## config.mk

```make
export PLATFORM = sky130hd
export DESIGN_NAME = disp_scan_counter
export DESIGN_NICKNAME = d
export VERILOG_FILES = /design/src/rtl/disp_scan_pkg.sv /design/src/rtl/disp_scan_adv_sel.sv /design/src/rtl/disp_scan_addr_reg.sv /design/src/rtl/disp_scan_fsm.sv /design/src/rtl/disp_scan_counter.sv
export SDC_FILE = /design/constraint.sdc
export NUM_CORES = 1
export LEC_CHECK = 0
export ABC_AREA = 1
export BUFFER_PORTS_ARGS = -buffer_cell sky130_fd_sc_hd__buf_2
export CAP_MARGIN = 20
export CORE_ASPECT_RATIO = 1.25
export CORE_MARGIN = 5
export CORE_UTILIZATION = 40
export DETAILED_ROUTE_END_ITERATION = 10
export PLACE_DENSITY = 0.68
export SYNTH_ARGS = -nofsm -noshare
export SYNTH_HDL_FRONTEND = slang
export SYNTH_SLANG_ARGS = --single-unit
```

## constraint.sdc

```tcl
create_clock -name clk -period 4.1 [get_ports clk]
set_clock_uncertainty 0.2 [all_clocks]
set_input_delay 1.23 -clock clk [delete_from_list [all_inputs] [get_ports clk]]
set_output_delay 1.23 -clock clk [all_outputs]
set_load 0.02 [all_outputs]
```

## src/rtl/disp_scan_pkg.sv

```systemverilog
package disp_scan_pkg;
    localparam int ADDR_W = 12;
    localparam int GRP_W  = 4;
    localparam int HI_W   = ADDR_W - GRP_W;

    typedef enum logic [1:0] {
        ST_IDLE   = 2'd0,
        ST_PRIMED = 2'd1,
        ST_RUN    = 2'd2
    } scan_state_t;
endpackage

```

## src/rtl/disp_scan_adv_sel.sv

```systemverilog
module disp_scan_adv_sel (
    input  logic readout_sel,
    input  logic refresh_tick,
    input  logic char_strobe,
    input  logic disp_en,
    output logic advance
);
    logic picked;

    always_comb begin
        picked  = readout_sel ? char_strobe : refresh_tick;
        advance = disp_en & picked;
    end
endmodule

```

## src/rtl/disp_scan_addr_reg.sv

```systemverilog
module disp_scan_addr_reg #(
    parameter int ADDR_W = 12,
    parameter int GRP_W  = 4,
    localparam int HI_W  = ADDR_W - GRP_W
) (
    input  logic              clk,
    input  logic              rst_n,
    input  logic              do_load,
    input  logic [HI_W-1:0]   load_hi,
    input  logic              advance,
    output logic [ADDR_W-1:0] addr,
    output logic              carry
);
    logic [ADDR_W-1:0] addr_q;

    always_ff @(posedge clk) begin
        if (!rst_n)
            addr_q <= '0;
        else if (do_load)
            addr_q <= {load_hi, {GRP_W{1'b0}}};
        else if (advance)
            addr_q <= addr_q + 1'b1;
    end

    always_comb begin
        addr  = addr_q;
        carry = &addr_q[GRP_W-1:0];
    end
endmodule

```

## src/rtl/disp_scan_fsm.sv

```systemverilog
module disp_scan_fsm
    import disp_scan_pkg::*;
(
    input  logic clk,
    input  logic rst_n,
    input  logic do_load,
    input  logic advance,
    input  logic disp_en,
    output logic running
);
    scan_state_t st_q, st_d;

    always_ff @(posedge clk) begin
        if (!rst_n)
            st_q <= ST_IDLE;
        else
            st_q <= st_d;
    end

    always_comb begin
        st_d = st_q;
        unique case (st_q)
            ST_IDLE:   if (do_load) st_d = ST_PRIMED;
            ST_PRIMED: if (do_load) st_d = ST_PRIMED;
                       else if (advance) st_d = ST_RUN;
            ST_RUN:    if (do_load) st_d = ST_PRIMED;
            default:   st_d = ST_IDLE;
        endcase
    end

    always_comb begin
        running = 1'b0;
        unique case (st_q)
            ST_IDLE:   running = 1'b0;
            ST_PRIMED: running = 1'b0;
            ST_RUN:    running = disp_en;
            default:   running = 1'b0;
        endcase
    end
endmodule

```

## src/rtl/disp_scan_counter.sv

```systemverilog
module disp_scan_counter
    import disp_scan_pkg::*;
(
    input  logic              clk,
    input  logic              rst_n,
    input  logic              load_n,
    input  logic [HI_W-1:0]   load_data,
    input  logic              readout_sel,
    input  logic              refresh_tick,
    input  logic              char_strobe,
    input  logic              disp_en,
    output logic [ADDR_W-1:0] scan_addr,
    output logic              group_carry,
    output logic              scan_running
);
    logic advance;
    logic do_load;

    assign do_load = ~load_n;

    disp_scan_adv_sel u_sel (
        .readout_sel (readout_sel),
        .refresh_tick(refresh_tick),
        .char_strobe (char_strobe),
        .disp_en     (disp_en),
        .advance     (advance)
    );

    disp_scan_addr_reg #(.ADDR_W(ADDR_W), .GRP_W(GRP_W)) u_addr (
        .clk    (clk),
        .rst_n  (rst_n),
        .do_load(do_load),
        .load_hi(load_data),
        .advance(advance),
        .addr   (scan_addr),
        .carry  (group_carry)
    );

    disp_scan_fsm u_fsm (
        .clk    (clk),
        .rst_n  (rst_n),
        .do_load(do_load),
        .advance(advance),
        .disp_en(disp_en),
        .running(scan_running)
    );
endmodule

```

== Yosys cells after proc, flatten, opt, wreduce, memory -nomap -nowiden ==
Cells that the tools add are included.

* Bits in registers: 14
* Latch bits: 0
* RAM bits: 0
* ROM bits: 0
* Memories kept: 0

* Add/subtract/negate cells: 1
* Multiply operators: 0
* Div/mod/pow operators: 0
* Order comparisons: 0
* Eq/ne operators: 5
* Shift-type cells: 0
* Multiplexer cells: 8
* Bitwise logic cells: 1
* Reductions and logical operators: 5

{| class="wikitable"
|+ Operators by type and width
! kind !! number
|-
| $mux 12 || 2
|-
| $add 12x1->12 const B || 1
|-
| $mux 2 || 3
|-
| $pmux 2 s2 || 1
|-
| $reduce_and 2->1 || 2
|-
| $reduce_and 4->1 || 1
|-
| $ne 3x3->1 const B || 1
|-
| $eq 2x1->1 const B || 1
|-
| $eq 2x2->1 const B || 1
|-
| $logic_not 2->1 || 1
|-
| $mux 1 || 2
|-
| $ne 2x1->1 const B || 1
|-
| $ne 2x2->1 const B || 1
|-
| $reduce_or 2->1 || 1
|-
| $and 1x1->1 || 1
|}

== Depth between registers and ports, before layout ==
* Depth after elaboration: 5
* Depth in mapped cells: 8

== Cells and area by module ==
From an unflattened synthesis, not the netlist that was laid out.

* Cell total of the unflattened synthesis: 116
* Area, all modules: 829.5 sq um

{| class="wikitable"
|+ Modules (own cells, without submodules)
! module !! instances !! cells an instance !! area an instance (sq um) !! seq. area each (sq um)
|-
| disp_scan_addr_reg || 1 || 98 || 713.2 || 240.2
|-
| disp_scan_fsm || 1 || 12 || 91.3 || 40.0
|-
| disp_scan_adv_sel || 1 || 5 || 21.3 || 0.0
|-
| disp_scan_counter || 1 || 1 || 3.8 || 0.0
|}

== Least setup slack after synthesis ==
OpenSTA, ideal clock, no wires.

* Kind: input -> output
* From: input disp_en
* To: output scan_running
* Arrival: 1.565 ns
* Path slack: 1.105 ns
* Cell stages on the path: 2
* Buffers on the path: 0
* Path through: inv_1 nor2_1

* Cells in the longest elaborated chain, start to end: 1

{| class="wikitable"
|+ RTL lines
! element !! line !! RTL
|-
| start: declaration || disp_scan_counter.sv:11 || <nowiki>input logic disp_en,</nowiki>
|-
| $mux 1 || disp_scan_fsm.sv:33 || <nowiki>unique case (st_q)</nowiki>
|-
| end: declaration || disp_scan_counter.sv:14 || <nowiki>output logic scan_running</nowiki>
|}

Every way passes these cells.

== Final worst setup path ==
Same ends and word-level chain as after synthesis.

==> run summary <==
The pin count of the biggest net entering global routing is 13. In this run the horizontal extent of the chip is ~54 µm. The vertical extent of the die is 64.6 µm. The critical path is of the input pin to output pin type.

The number of endpoints with negative hold slack in the final report is 0. The number of distinct standard cells referenced by the synthesized netlist is 20. The depth of the worst register-to-register path is 7.

The total DRC errors in the routed layout came out at 0. The worst-case setup margin in the final layout is 1.06 ns. Detailed placement ended at an HPWL of approximately 1800 µm. Counting along the longest clock path gives a buffer depth of 2.

Counting the buffers created by CTS gives 3. The launch point of the worst reg-to-reg path is u_addr.addr[0]. Cells fill between 50 and 60% of the core in the end.

The cell area after synthesis came out at between 900 and 1000 µm². Summed over all layers, the global routing overflow is 0. The critical path launch point type is an input pin.

Counting every instance in the synthesized netlist gives roughly 150. In the final routing, the length of wire on met1 measures between 1000 and 1500 µm. The met3 wire length came out at ~120 µm.

The number of fillers in the final layout is between 200 and 300. Yosys printed 0 warnings. Once the floorplan was initialized, standard cells occupied 42.7% of the core.

The multi-input combinational cells in the finished layout cover a total of 551 µm². The run finished with clean final reports. The sum of internal, switching and leakage power came out at 0.284 mW. The number of gates resized after cts is 0. Setup repair after global routing left no endpoint under its margin. The repair_antennas step left the layout with diodes totalling 0. The largest fanout of any net on the critical path came out at 2. The critical path ends at scan_running. The share of the synthesized area in the top cell type is 29.4%. The count of boundary I/O pins is 29. The relative slew slack came out at just over 80%. The final cell count without fillers is ~210.

The clock latency on the worst-skew pair came out at between 0.2 and 0.3 ns. Routed signal wires occupy layers up through met4. The remaining antenna violation count after routing came out at 0.

The first element of the critical path is disp_en. The flip-flop and latch count after synthesis came out at 14. The setup-violating endpoint count in the final report is 0. The net count of the mapped netlist came out at 170. The worst ir drop on vdd came out at ~0.13 mV. The placer's final routability congestion estimate came out at around 0.81.

The type of the tightest min-delay check is flop to flop. In this run the power density over the cells is 251 nW/µm². The sum of negative setup slack is 0 ns.

The floorplan has 19 rows. The area occupied by registers came out at roughly 280 µm². STA classifies the critical path endpoint as an output pin. The routed via count divided by cell count is slightly below 5. Max-cap violations in this run came to 0. The maximum level of the CTS H-tree came out at 1. The overall track demand over capacity in global routing is between 15 and 20%.

The worst slack at placement is about 1.0 ns. The slew at the pin with the worst max-slew slack came out at around 0.28 ns. The number of placed instances with taps included came out at ~210. The tree is rooted in a sky130_fd_sc_hd__clkbuf_4.

The endpoint of the worst register-to-register path is u_addr.addr[10]. The area growth from synthesis to layout is 18.5%. The critical path data required time is roughly 2.7 ns. The total number of clock tree sinks is 14. The clock-pin transition on the worst setup and hold timing paths came out at around 0.080 ns. The hold-fix buffer count after cts came out at 0. The leakage power is approximately 0.54 nW. The number of slew-limit violations in the final report is 0.

The mean post-synth cell area is about 6.2 µm². TritonCTS built the clock tree. Summed over all nets, wire length on met2 after detailed routing comes to 1120 µm.

Setup slack on the worst reg-to-reg path comes out at 2.44 ns. Derived from the worst setup path, the maximum achievable clock frequency is around 330 MHz. Of the cells placed in the final design, the portion with a size suffix greater than 1 is roughly 27%. The final wirelength is 2290 µm. The via count of the routed design came out at roughly 1000. Summed over all instances, the cell type with the most area after synthesis is sky130_fd_sc_hd__dfxtp_1. The via count of the first global-routing pass came out at around 1000. In this run the standard cell core region covers ~2200 µm². The sequential cell area fraction in the yosys report is 29.4%. The number of antenna violations at the first check in global routing came to 0. The wire length of the first global-routing pass came out at 4130 µm. The count of nets after finishing came out at approximately 200. In the post-synthesis netlist, the biggest area contributors are sky130_fd_sc_hd__dfxtp_1 29%, sky130_fd_sc_hd__nand2_1 16%, sky130_fd_sc_hd__nand3_1 10%, sky130_fd_sc_hd__inv_1 9.1%, sky130_fd_sc_hd__nor2_1 6.3%.

The first detailed-routing pass took 4 iterations. The count of routing violations after the opening detailed-route iteration is 35. The floorplan step defined a die boundary enclosing ~3500 µm².

The clock period could shrink to about 3 ns. In this run the post-CTS setup repair buffer count came out at 0. The count of input and output buffers is 28. At the worst endpoint, the arrival time is roughly 1.6 ns. In the finished design, the share of the clock period the worst path needs comes to ~74%. The detail-routed net length per standard cell came out at around 11 µm.
worst min-delay path by stage:
stage	start	slack, ns	cells past startpoint	end
CTS	u_fsm.st_q[1]	0.34	2	u_fsm.st_q[1]
floorplan	u_fsm.st_q[1]	0.28	2	u_fsm.st_q[1]
global placement	u_fsm.st_q[1]	0.30	2	u_fsm.st_q[1]
detailed placement	u_fsm.st_q[1]	0.33	2	u_fsm.st_q[1]
finish	u_fsm.st_q[1]	0.34	2	u_fsm.st_q[1]
global route	u_addr.addr[1]	0.35	2	u_addr.addr[1]
report_power, final:
part	switching, mW	internal [mW]	total, mW
clock	0.0437	0.0340	0.0778
sequential	0.00827	0.142	0.151
combinational	0.0354	0.0200	0.0554
total	0.0874	0.196	0.284
cell families (layout without fill, tap and decap cells):
group / Yosys count / after routing / synth area share [%]
adder cells (fa/ha/maj): 1 / 1 / 1.31
buffers and inverters: 28 / 57 / 12.9
AND/OR/NAND/NOR: 94 / 94 / 46.7
AO/OA/AOI/OAI: 16 / 16 / 8.79
flip-flops: 14 / 14 / 29.4
XOR/XNOR: 1 / 1 / 0.919
cell usage in the layout (no fill, tap or decap):
master / count
sky130_fd_sc_hd__a21oi_1: 9
sky130_fd_sc_hd__buf_2: 28
sky130_fd_sc_hd__clkbuf_4: 3
sky130_fd_sc_hd__dfxtp_1: 14
sky130_fd_sc_hd__ha_1: 1
sky130_fd_sc_hd__inv_1: 23
sky130_fd_sc_hd__inv_2: 3
sky130_fd_sc_hd__nand2_1: 41
sky130_fd_sc_hd__nand2_2: 5
sky130_fd_sc_hd__nand2_4: 1
sky130_fd_sc_hd__nand3_1: 19
sky130_fd_sc_hd__nand3_2: 1
sky130_fd_sc_hd__nand4_1: 3
sky130_fd_sc_hd__nor2_1: 16
sky130_fd_sc_hd__nor2_2: 5
sky130_fd_sc_hd__nor2_4: 3
sky130_fd_sc_hd__o2111ai_1: 1
sky130_fd_sc_hd__o21ai_0: 5
sky130_fd_sc_hd__o21ai_1: 1
sky130_fd_sc_hd__xor2_1: 1
state kept, by name, summed over array words and instances, names as in the netlist:
name         flops
u_addr.addr     12
u_fsm.st_q       2
per-stage QoR:
| step | cell area, µm² | hold slack [ns] |
|---|---|---|
| global placement | 1110 | 0.303 |
| detailed placement | 1110 | 0.327 |
| CTS | 1130 | 0.342 |
| global route | 1130 | 0.354 |
| finish | 1130 | 0.340 |
| floorplan | 953 | 0.284 |
cell type report:
cell class	count	area share, %
clock buffer	3	1.99
inverter	26	8.64
multi-input combinational	112	48.7
sequential	14	24.8
tap	31	3.43
timing repair buffer	28	12.4
worst max-delay path, cell delays in order:
cell and delay (ns):
sky130_fd_sc_hd__buf_2 0.09, sky130_fd_sc_hd__inv_1 0.05, sky130_fd_sc_hd__nor2_1 0.09, sky130_fd_sc_hd__buf_2 0.16
synth_stat cells:
master / number
sky130_fd_sc_hd__inv_2: 3
sky130_fd_sc_hd__nand2_1: 41
sky130_fd_sc_hd__inv_1: 23
sky130_fd_sc_hd__nand4_1: 3
sky130_fd_sc_hd__nor2_2: 5
sky130_fd_sc_hd__nor2_1: 16
sky130_fd_sc_hd__clkbuf_8: 1
sky130_fd_sc_hd__nand3_2: 1
sky130_fd_sc_hd__o2111ai_1: 1
sky130_fd_sc_hd__nor2_4: 3
sky130_fd_sc_hd__o21ai_0: 5
sky130_fd_sc_hd__xor2_1: 1
sky130_fd_sc_hd__dfxtp_1: 14
sky130_fd_sc_hd__buf_6: 1
sky130_fd_sc_hd__o21ai_1: 1
sky130_fd_sc_hd__nand3_1: 19
sky130_fd_sc_hd__nand2_2: 5
sky130_fd_sc_hd__nand2_4: 1
sky130_fd_sc_hd__ha_1: 1
sky130_fd_sc_hd__a21oi_1: 9
routing by layer:
layer / global-route usage [%] / up-vias
li1: - / 542
met1: 18.6 / 465
met2: 26.2 / 19
met3: 2.52 / 2
met4: 4.79 / 0
met5: 0 / -
No activity file was read; power rests on OpenSTA's default activity.
